[config.mk]
export PLATFORM = sky130hd
export DESIGN_NAME = ebuf_phase_ctrl
export DESIGN_NICKNAME = d
export VERILOG_FILES = /design/src/rtl/ebuf_phase_pkg.sv /design/src/rtl/ebuf_phase_fsm.sv /design/src/rtl/ebuf_out_mux.sv /design/src/rtl/ebuf_ovf_guard.sv /design/src/rtl/ebuf_phase_ctrl.sv
export SDC_FILE = /design/constraint.sdc
export NUM_CORES = 1
export LEC_CHECK = 0
export ABC_CLOCK_PERIOD_IN_PS = 800
export CORE_AREA = 5 5 42 44
export CTS_CLUSTER_SIZE = 40
export DETAILED_ROUTE_END_ITERATION = 6
export DIE_AREA = 0 0 47 49
export DONT_BUFFER_PORTS = 1
export PLACE_DENSITY_LB_ADDON = 0.3
export SKIP_LAST_GASP = 1
export SLEW_MARGIN = 20
export SYNTH_ARGS = -nofsm -noshare
export SYNTH_HDL_FRONTEND = slang
export SYNTH_SLANG_ARGS = --single-unit
[constraint.sdc]
create_clock -name clk -period 0.8 [get_ports clk]
set_input_delay 0.16 -clock clk [delete_from_list [all_inputs] [get_ports clk]]
set_output_delay 0.16 -clock clk [all_outputs]
set_load 0.02 [all_outputs]
[src/rtl/ebuf_phase_pkg.sv]
package ebuf_phase_pkg;

   // Encoding is {write active, read active}
   typedef enum logic [1:0] {
      PH_IDLE  = 2'b00,
      PH_DRAIN = 2'b01,
      PH_FILL  = 2'b10,
      PH_RUN   = 2'b11
   } phase_t;

   localparam logic [9:0] EDB_K_DEFAULT = 10'b0011110011;

endpackage

[src/rtl/ebuf_phase_fsm.sv]
module ebuf_phase_fsm
   import ebuf_phase_pkg::*;
(
   input  logic   clk,
   input  logic   rst_n,
   input  logic   pkt_act,
   input  logic   half_hit,
   input  logic   buf_empty,
   output phase_t st,
   output logic   pkt_start
);

   phase_t st_nxt;

   always_comb begin
      st_nxt    = st;
      pkt_start = 1'b0;
      unique case (st)
         PH_IDLE: begin
            if (pkt_act) begin
               st_nxt    = PH_FILL;
               pkt_start = 1'b1;
            end
         end
         PH_FILL: begin
            if (!pkt_act)
               st_nxt = PH_DRAIN;
            else if (half_hit)
               st_nxt = PH_RUN;
         end
         PH_RUN: begin
            if (!pkt_act)
               st_nxt = PH_DRAIN;
         end
         PH_DRAIN: begin
            if (buf_empty)
               st_nxt = PH_IDLE;
         end
         default: st_nxt = PH_IDLE;
      endcase
   end

   always_ff @(posedge clk or negedge rst_n) begin
      if (!rst_n)
         st <= PH_IDLE;
      else
         st <= st_nxt;
   end

endmodule

[src/rtl/ebuf_out_mux.sv]
module ebuf_out_mux
   import ebuf_phase_pkg::*;
#(
   parameter int unsigned      SYM_W    = 10,
   parameter logic [SYM_W-1:0] EDB_CODE = EDB_K_DEFAULT
)(
   input  phase_t           st,
   input  logic             buf_empty,
   input  logic [SYM_W-1:0] rd_data,
   output logic             rd_en,
   output logic             out_valid,
   output logic             edb_sel,
   output logic             underflow,
   output logic [SYM_W-1:0] sym_out
);

   logic rd_side;
   logic in_run;

   assign rd_side   = st[0];
   assign in_run    = (st == PH_RUN);

   assign rd_en     = rd_side && !buf_empty;
   assign edb_sel   = in_run && buf_empty;
   assign underflow = edb_sel;
   assign out_valid = rd_en || edb_sel;
   assign sym_out   = edb_sel ? EDB_CODE : rd_data;

endmodule

[src/rtl/ebuf_ovf_guard.sv]
module ebuf_ovf_guard (
   input  logic clk,
   input  logic rst_n,
   input  logic wr_req,
   input  logic buf_full,
   input  logic pkt_start,
   output logic wr_ok,
   output logic wr_drop,
   output logic ovf_flag
);

   assign wr_drop = wr_req && buf_full;
   assign wr_ok   = wr_req && !buf_full;

   always_ff @(posedge clk or negedge rst_n) begin
      if (!rst_n)
         ovf_flag <= 1'b0;
      else if (wr_drop)
         ovf_flag <= 1'b1;
      else if (pkt_start)
         ovf_flag <= 1'b0;
   end

endmodule

[src/rtl/ebuf_phase_ctrl.sv]
module ebuf_phase_ctrl
   import ebuf_phase_pkg::*;
#(
   parameter int unsigned      SYM_W    = 10,
   parameter int unsigned      DEPTH    = 16,
   parameter int unsigned      LVL_W    = $clog2(DEPTH + 1),
   parameter logic [SYM_W-1:0] EDB_CODE = EDB_K_DEFAULT
)(
   input  logic             clk,
   input  logic             rst_n,
   input  logic             pkt_act,
   input  logic [LVL_W-1:0] level,
   input  logic             buf_empty,
   input  logic             buf_full,
   input  logic             wr_req,
   input  logic [SYM_W-1:0] rd_data,
   output logic             wr_ok,
   output logic             wr_drop,
   output logic             ovf_flag,
   output logic             rd_en,
   output logic             out_valid,
   output logic             edb_sel,
   output logic             underflow,
   output logic [SYM_W-1:0] sym_out,
   output logic [1:0]       phase
);

   localparam int unsigned HALF = DEPTH / 2;

   if (DEPTH < 2 || (DEPTH % 2) != 0) begin : g_bad_depth
      $error("ebuf_phase_ctrl: DEPTH must be even and at least 2");
   end
   if ((2 ** LVL_W) <= DEPTH) begin : g_bad_lvl
      $error("ebuf_phase_ctrl: LVL_W cannot represent DEPTH");
   end
   if (SYM_W < 1) begin : g_bad_sym
      $error("ebuf_phase_ctrl: SYM_W must be positive");
   end

   phase_t st;
   logic   pkt_start;
   logic   half_hit;

   assign half_hit = (level >= LVL_W'(HALF));
   assign phase    = st;

   ebuf_phase_fsm u_fsm (
      .clk       (clk),
      .rst_n     (rst_n),
      .pkt_act   (pkt_act),
      .half_hit  (half_hit),
      .buf_empty (buf_empty),
      .st        (st),
      .pkt_start (pkt_start)
   );

   ebuf_out_mux #(
      .SYM_W    (SYM_W),
      .EDB_CODE (EDB_CODE)
   ) u_mux (
      .st        (st),
      .buf_empty (buf_empty),
      .rd_data   (rd_data),
      .rd_en     (rd_en),
      .out_valid (out_valid),
      .edb_sel   (edb_sel),
      .underflow (underflow),
      .sym_out   (sym_out)
   );

   ebuf_ovf_guard u_ovf (
      .clk       (clk),
      .rst_n     (rst_n),
      .wr_req    (wr_req),
      .buf_full  (buf_full),
      .pkt_start (pkt_start),
      .wr_ok     (wr_ok),
      .wr_drop   (wr_drop),
      .ovf_flag  (ovf_flag)
   );

endmodule

-- Yosys cells after proc, flatten, opt, wreduce, memory -nomap -nowiden
Cells that the tools add are included.
- flip-flop bits (word level): 3
- logic and storage cells: 31
- output and inout bits: 19
- eq/ne operators: 7
- muxes and demuxes: 11
- $lt $le $gt $ge: 1
- reduce and logical (&&, ||, !) cells: 10
- operator list (kind ; count):
    10-bit 2-to-1 mux ; 1
    2-bit 2-to-1 mux ; 5
    2-bit one-hot mux with 4 select lines ; 1
    2-bit != test (second input constant) ; 3
    5-bit by 4-bit >= comparator with 1-bit output (second input constant) ; 1
    2-bit == test (second input constant) ; 2
    1-bit logical AND ; 4
    1-bit 2-to-1 mux ; 4
    4-bit AND reduction ; 1
    3-bit != test (second input constant) ; 1
    2-bit by 1-bit == test with 1-bit output (second input constant) ; 1
    1-bit logical NOT ; 2
    2-bit logical NOT ; 1
    2-bit nonzero test ; 1
    1-bit logical OR ; 1

-- Logic depth before layout (Yosys ltp)
- depth after elaboration: 4
- mapped depth: 4
- depth with buffers taken out: 2

-- Modules after synthesis
From an unflattened synthesis, not the netlist that was laid out.
- cells, all modules: 31
- area total of the unflattened synthesis: 271.5 sq um
- modules (own cells, without submodules) (module ; sequential area each (sq um) ; instances ; area each (sq um) ; cells each):
    ebuf_out_mux ; 0.0 ; 1 ; 123.9 ; 17
    ebuf_phase_fsm ; 50.0 ; 1 ; 87.6 ; 8
    ebuf_ovf_guard ; 25.0 ; 1 ; 53.8 ; 5
    ebuf_phase_ctrl ; 0.0 ; 1 ; 6.3 ; 1

-- Worst setup path before layout
No wires, ideal clock.
- path kind: reg2out
- start point: reg u_fsm.st[1]
- end point: out out_valid
- arrival time: 1.084 ns
- buffers on the path: 0
- stages on the path, launching flop included: 3
- setup slack: -0.444 ns
- cell sequence: dfrtp_1 > inv_1 > a21boi_0
- word-level cells in the longest chain between the ends: 3
- RTL lines (what ; line ; source):
    start: declaration ; ebuf_phase_fsm.sv:9 ; output phase_t st,
    start signal: assignment ; ebuf_phase_fsm.sv:47 ; st <= st_nxt;
    2-bit == test ; ebuf_out_mux.sv:21 ; assign in_run = (st == PH_RUN);
    1-bit logical AND ; ebuf_out_mux.sv:24 ; assign edb_sel = in_run && buf_empty;
    1-bit logical OR ; ebuf_out_mux.sv:26 ; assign out_valid = rd_en || edb_sel;
    end: declaration ; ebuf_phase_ctrl.sv:21 ; output logic out_valid,
No other way between the ends.

-- Worst setup path in the final report
- start point: reg u_fsm.st[0]
- end point: out sym_out[4]
- word-level cells in the longest chain between the ends: 3
- RTL lines (what ; line ; source):
    2-bit == test ; ebuf_out_mux.sv:21 ;
    1-bit logical AND ; ebuf_out_mux.sv:24 ;
    10-bit 2-to-1 mux ; ebuf_out_mux.sv:27 ; assign sym_out = edb_sel ? EDB_CODE : rd_data;
    end: declaration ; ebuf_phase_ctrl.sv:24 ; output logic [SYM_W-1:0] sym_out,
No other way between the ends.

==> out/qor.txt <==
CTS
--------------------------------------------------------------------------------------------------------
Number of buffers inserted during clock tree synthesis                                                 3
Post-CTS clock slew at the launch and capture registers of the worst setup and hold paths        0.04 ns
Longest Clk Path Bufs                                                                                  2
CTS Root Cell                                                                               sky130_fd_sc_hd__clkbuf_4
Maximum level of the CTS H-tree                                                                        1
Clock sink count                                                                                       3
TritonCTS clock tree                                                                                done
Clock insertion delay at the later pin of the skew report                                        0.23 ns

GLOBAL ROUTE
--------------------------------------------------------------------------------------------------------
Wire length of the first global-routing pass                                                    1.193 mm
Largest net degree at the start of global routing                                                     12
Global Route Usage Sum                                                                            7.410%
Via count of the first global-routing pass                                                           330
Remaining global-route overflow                                                                        0
Antenna violations before repair                                                                       0

SYNTHESIS
--------------------------------------------------------------------------------------------------------
Yosys synthesis warning count                                                                          0
Mapped Cells                                                                                          27
Share of the synthesized area in the top cell type                                                29.85%
Largest area contributor in the netlist                                                     sky130_fd_sc_hd__dfrtp_1
Synthesized area                                                                               251.5 um2
Ranking of synthesized cells by area                                                        sky130_fd_sc_hd__dfrtp_1 (30%), sky130_fd_sc_hd__and2_1 (12%), sky130_fd_sc_hd__nand2b_1 (12%)
Synthesized area per cell                                                                      9.314 um2
Flip-flop and latch count after synthesis                                                              3
Top cells by instance count after synthesis                                                 sky130_fd_sc_hd__and2_1 (5), sky130_fd_sc_hd__nand2b_1 (5), sky130_fd_sc_hd__dfrtp_1 (3), sky130_fd_sc_hd__a21boi_0 (2), sky130_fd_sc_hd__inv_1 (2)
Count of unique library cells instantiated by Yosys                                                   15
Sequential area share after synthesis                                                             29.85%
Prevailing post-synth register cell                                                         sky130_fd_sc_hd__dfrtp_1
Number of nets produced by synthesis                                                                  48
Number of synthesized flops with an enable pin                                                         0
Share of synthesized flip-flops with an asynchronous set or reset                                 100.0%

ROUTING
--------------------------------------------------------------------------------------------------------
Post-route DRC                                                                                         0
Routed vias                                                                                          281
Post-detailed-route count of antenna-violating nets                                                    0
Routed length per instance                                                                      14.92 um
Number of iterations in the first detailed-routing pass                                                1
Iter 0 DRT Violations                                                                                  0
Vias/cell                                                                                          4.607
Post-Route WL                                                                                     910 um

POWER
--------------------------------------------------------------------------------------------------------
Proportion of power drawn by the clock network                                                     28.4%
Peak supply drop                                                                                745.7 uV
Share of power burned in registers                                                                 23.3%
Overall power                                                                                0.0009147 W
Switching part of the total                                                                       35.06%
Net switching power                                                                          0.0003206 W
Leakage component of the power                                                                 0.2373 nW
Comb pwr share                                                                                     48.3%
Power density cells                                                                          1855 nW/um2
Int Power                                                                                    0.0005940 W

CRITICAL PATH
--------------------------------------------------------------------------------------------------------
Critical Path Source Type                                                                      flip-flop
RR Startpoint                                                                               u_fsm.st[0]$_DFFE_PN0P_
Slack of the worst reg-to-reg path                                                              -0.25 ns
Arrival @ worst endpoint                                                                         1.11 ns
CP startpoint                                                                               u_fsm.st[0]$_DFFE_PN0P_
Number of cell instances on the worst register-to-register path                                        3
Type of the setup path with the least slack                                                   reg -> out
Worst R2R End                                                                               u_fsm.st[0]$_DFFE_PN0P_
Critical path required time                                                                      0.64 ns
Crit. End Element                                                                            output port
Peak fanout along the critical path                                                                   11

TIMING
--------------------------------------------------------------------------------------------------------
Worst hold slack                                                                              0.08131 ns
Accumulated negative setup slack                                                               -6.878 ns
Transition time of the tightest slew-check pin                                                 0.2098 ns
Post-layout worst setup margin                                                                -0.4747 ns
Maximum clock rate                                                                            0.7845 GHz
Number of slew-limit violations in the final report                                                    0
Setup repair after global routing missed its margin                                                 true
Post-route minimum period                                                                       1.275 ns
Largest clock skew in the final design                                                      0.0001588 ns
Worst relative slew slack                                                                         85.98%
Final setup violation count                                                                           20
Final count of hold timing violations                                                                  0
Share of the cycle needed by the critical path after routing                                      159.3%

PLACEMENT
--------------------------------------------------------------------------------------------------------
Post-place setup slack                                                                        -0.2993 ns
Estimated wirelength of the detail-placed design                                                705.7 um
Final weighted congestion of routability-driven global placement                                  0.6413
Port Buffer Count                                                                                      0

WORST HOLD PATH
--------------------------------------------------------------------------------------------------------
Depth of the worst hold-timing path                                                                    1
Worst Hold Path EP                                                                          u_fsm.st[1]$_DFFE_PN0P_
Hold_sp                                                                                          pkt_act
Worst min-delay path class                                                                     in -> reg

CELLS AND AREA
--------------------------------------------------------------------------------------------------------
Filler Cells Inserted                                                                                135
Area growth from synthesis to final layout                                                        96.02%
Final layout net count                                                                                67
Number of antenna cells inserted                                                                       0
Fraction of final layout cells with drive strength greater than 1                                 80.00%

FLOORPLAN
--------------------------------------------------------------------------------------------------------
Top Ports                                                                                             40
Area inside the core boundary                                                                   1401 um2
Die footprint                                                                                   2303 um2
Effective utilization at floorplan                                                                17.95%
Horiz. Die Dim                                                                                     47 um
Vertical extent of the die                                                                         49 um
Number of rows created at floorplan                                                                   14

STATUS
--------------------------------------------------------------------------------------------------------
Result of the run                                                                           finished, violations left
Violations in the final reports                                                             negative setup slack

RUN
--------------------------------------------------------------------------------------------------------
Number of max-cap violations                                                                           0

-- worst max-delay path by stage --
| stage | to | slack (ns) | depth (start not counted) |
|---|---|---|---|
| 4_1_cts | sym_out[4] | -0.48 | 2 |
| 3_3_place_gp | sym_out[4] | -0.27 | 2 |
| 5_1_grt | sym_out[4] | -0.52 | 2 |
| 3_5_place_dp | sym_out[4] | -0.30 | 2 |
| 2_1_floorplan | underflow | -0.34 | 4 |
| 6_report | sym_out[4] | -0.47 | 2 |
-- through the flow --
| stage | cells | utilization, % | cell area, um2 |
|---|---|---|---|
| after global routing | 61 | 35.18 | 493.0 |
| after CTS | 60 | 34.46 | 483.0 |
| after floorplan | 27 | - | 267.8 |
| after global placement | 49 | 24.11 | 337.8 |
| final | 61 | 35.18 | 493.0 |
| after detailed placement | 49 | 24.11 | 337.8 |
-- cells in the final DEF, fill, tap and decap left out, types with 2 or more instances in the layout --
cell type,instances
sky130_fd_sc_hd__dfrtp_2,3
sky130_fd_sc_hd__and2_4,2
sky130_fd_sc_hd__and2_2,3
sky130_fd_sc_hd__clkbuf_4,3
sky130_fd_sc_hd__buf_6,4
sky130_fd_sc_hd__buf_4,10
sky130_fd_sc_hd__nand2b_4,6
-- critical path, cell delays in order (launching register included) --
cell,delay [ns]
sky130_fd_sc_hd__dfrtp_2,0.43
sky130_fd_sc_hd__nand3_4,0.13
sky130_fd_sc_hd__or2b_4,0.32
-- cell type report --
class                   count  area, um2  share of cell area [%]
inverters                   2      11.26                   2.284
well taps                  16      20.02                   4.061
multi-input cells          20      206.4                   41.88
clock buffers               4      26.28                   5.330
flip-flops and latches      3      78.83                   15.99
repair buffers             16      150.1                   30.46
-- state kept, by name (all words and copies together), names as in the netlist --
signal	cells
u_ovf.ovf_flag	1
u_fsm.st	2
-- kinds of logic (layout without fill, tap and decap cells) --
logic type	after synthesis	count (layout)	synth area share [%]
AND/OR/NAND/NOR	16	16	46.27
AO/OA/AOI/OAI	4	4	13.43
buffers and inverters	4	22	10.45
flip-flops	3	3	29.85
-- metal layers --
layer  GRT usage (%)  wire [um]  vias up
met1           4.646        256      120
met4           4.147          0        0
met3           2.214        172        0
li1                -          -      123
met5               0          0        -
met2           15.61        481       38
-- power by group through the flow --
stage | registers, W | logic, W | clock network, W
floorplan | 0.000238 | 0.000206 | 0
global placement | 0.000203 | 0.000340 | 0
detailed placement | 0.000206 | 0.000339 | 0
CTS | 0.000213 | 0.000428 | 0.000271
global route | 0.000218 | 0.000468 | 0.000291
finish | 0.000214 | 0.000442 | 0.000260
-- what timing repair did --
action,in CTS,in global routing
pin swaps,1,1
hold buffers,1,0
endpoints found under the setup margin,20,20
setup buffers,6,1
hold endpoints to repair,3,0
gates resized for setup,16,1
(Power assumes the default switching activity.)
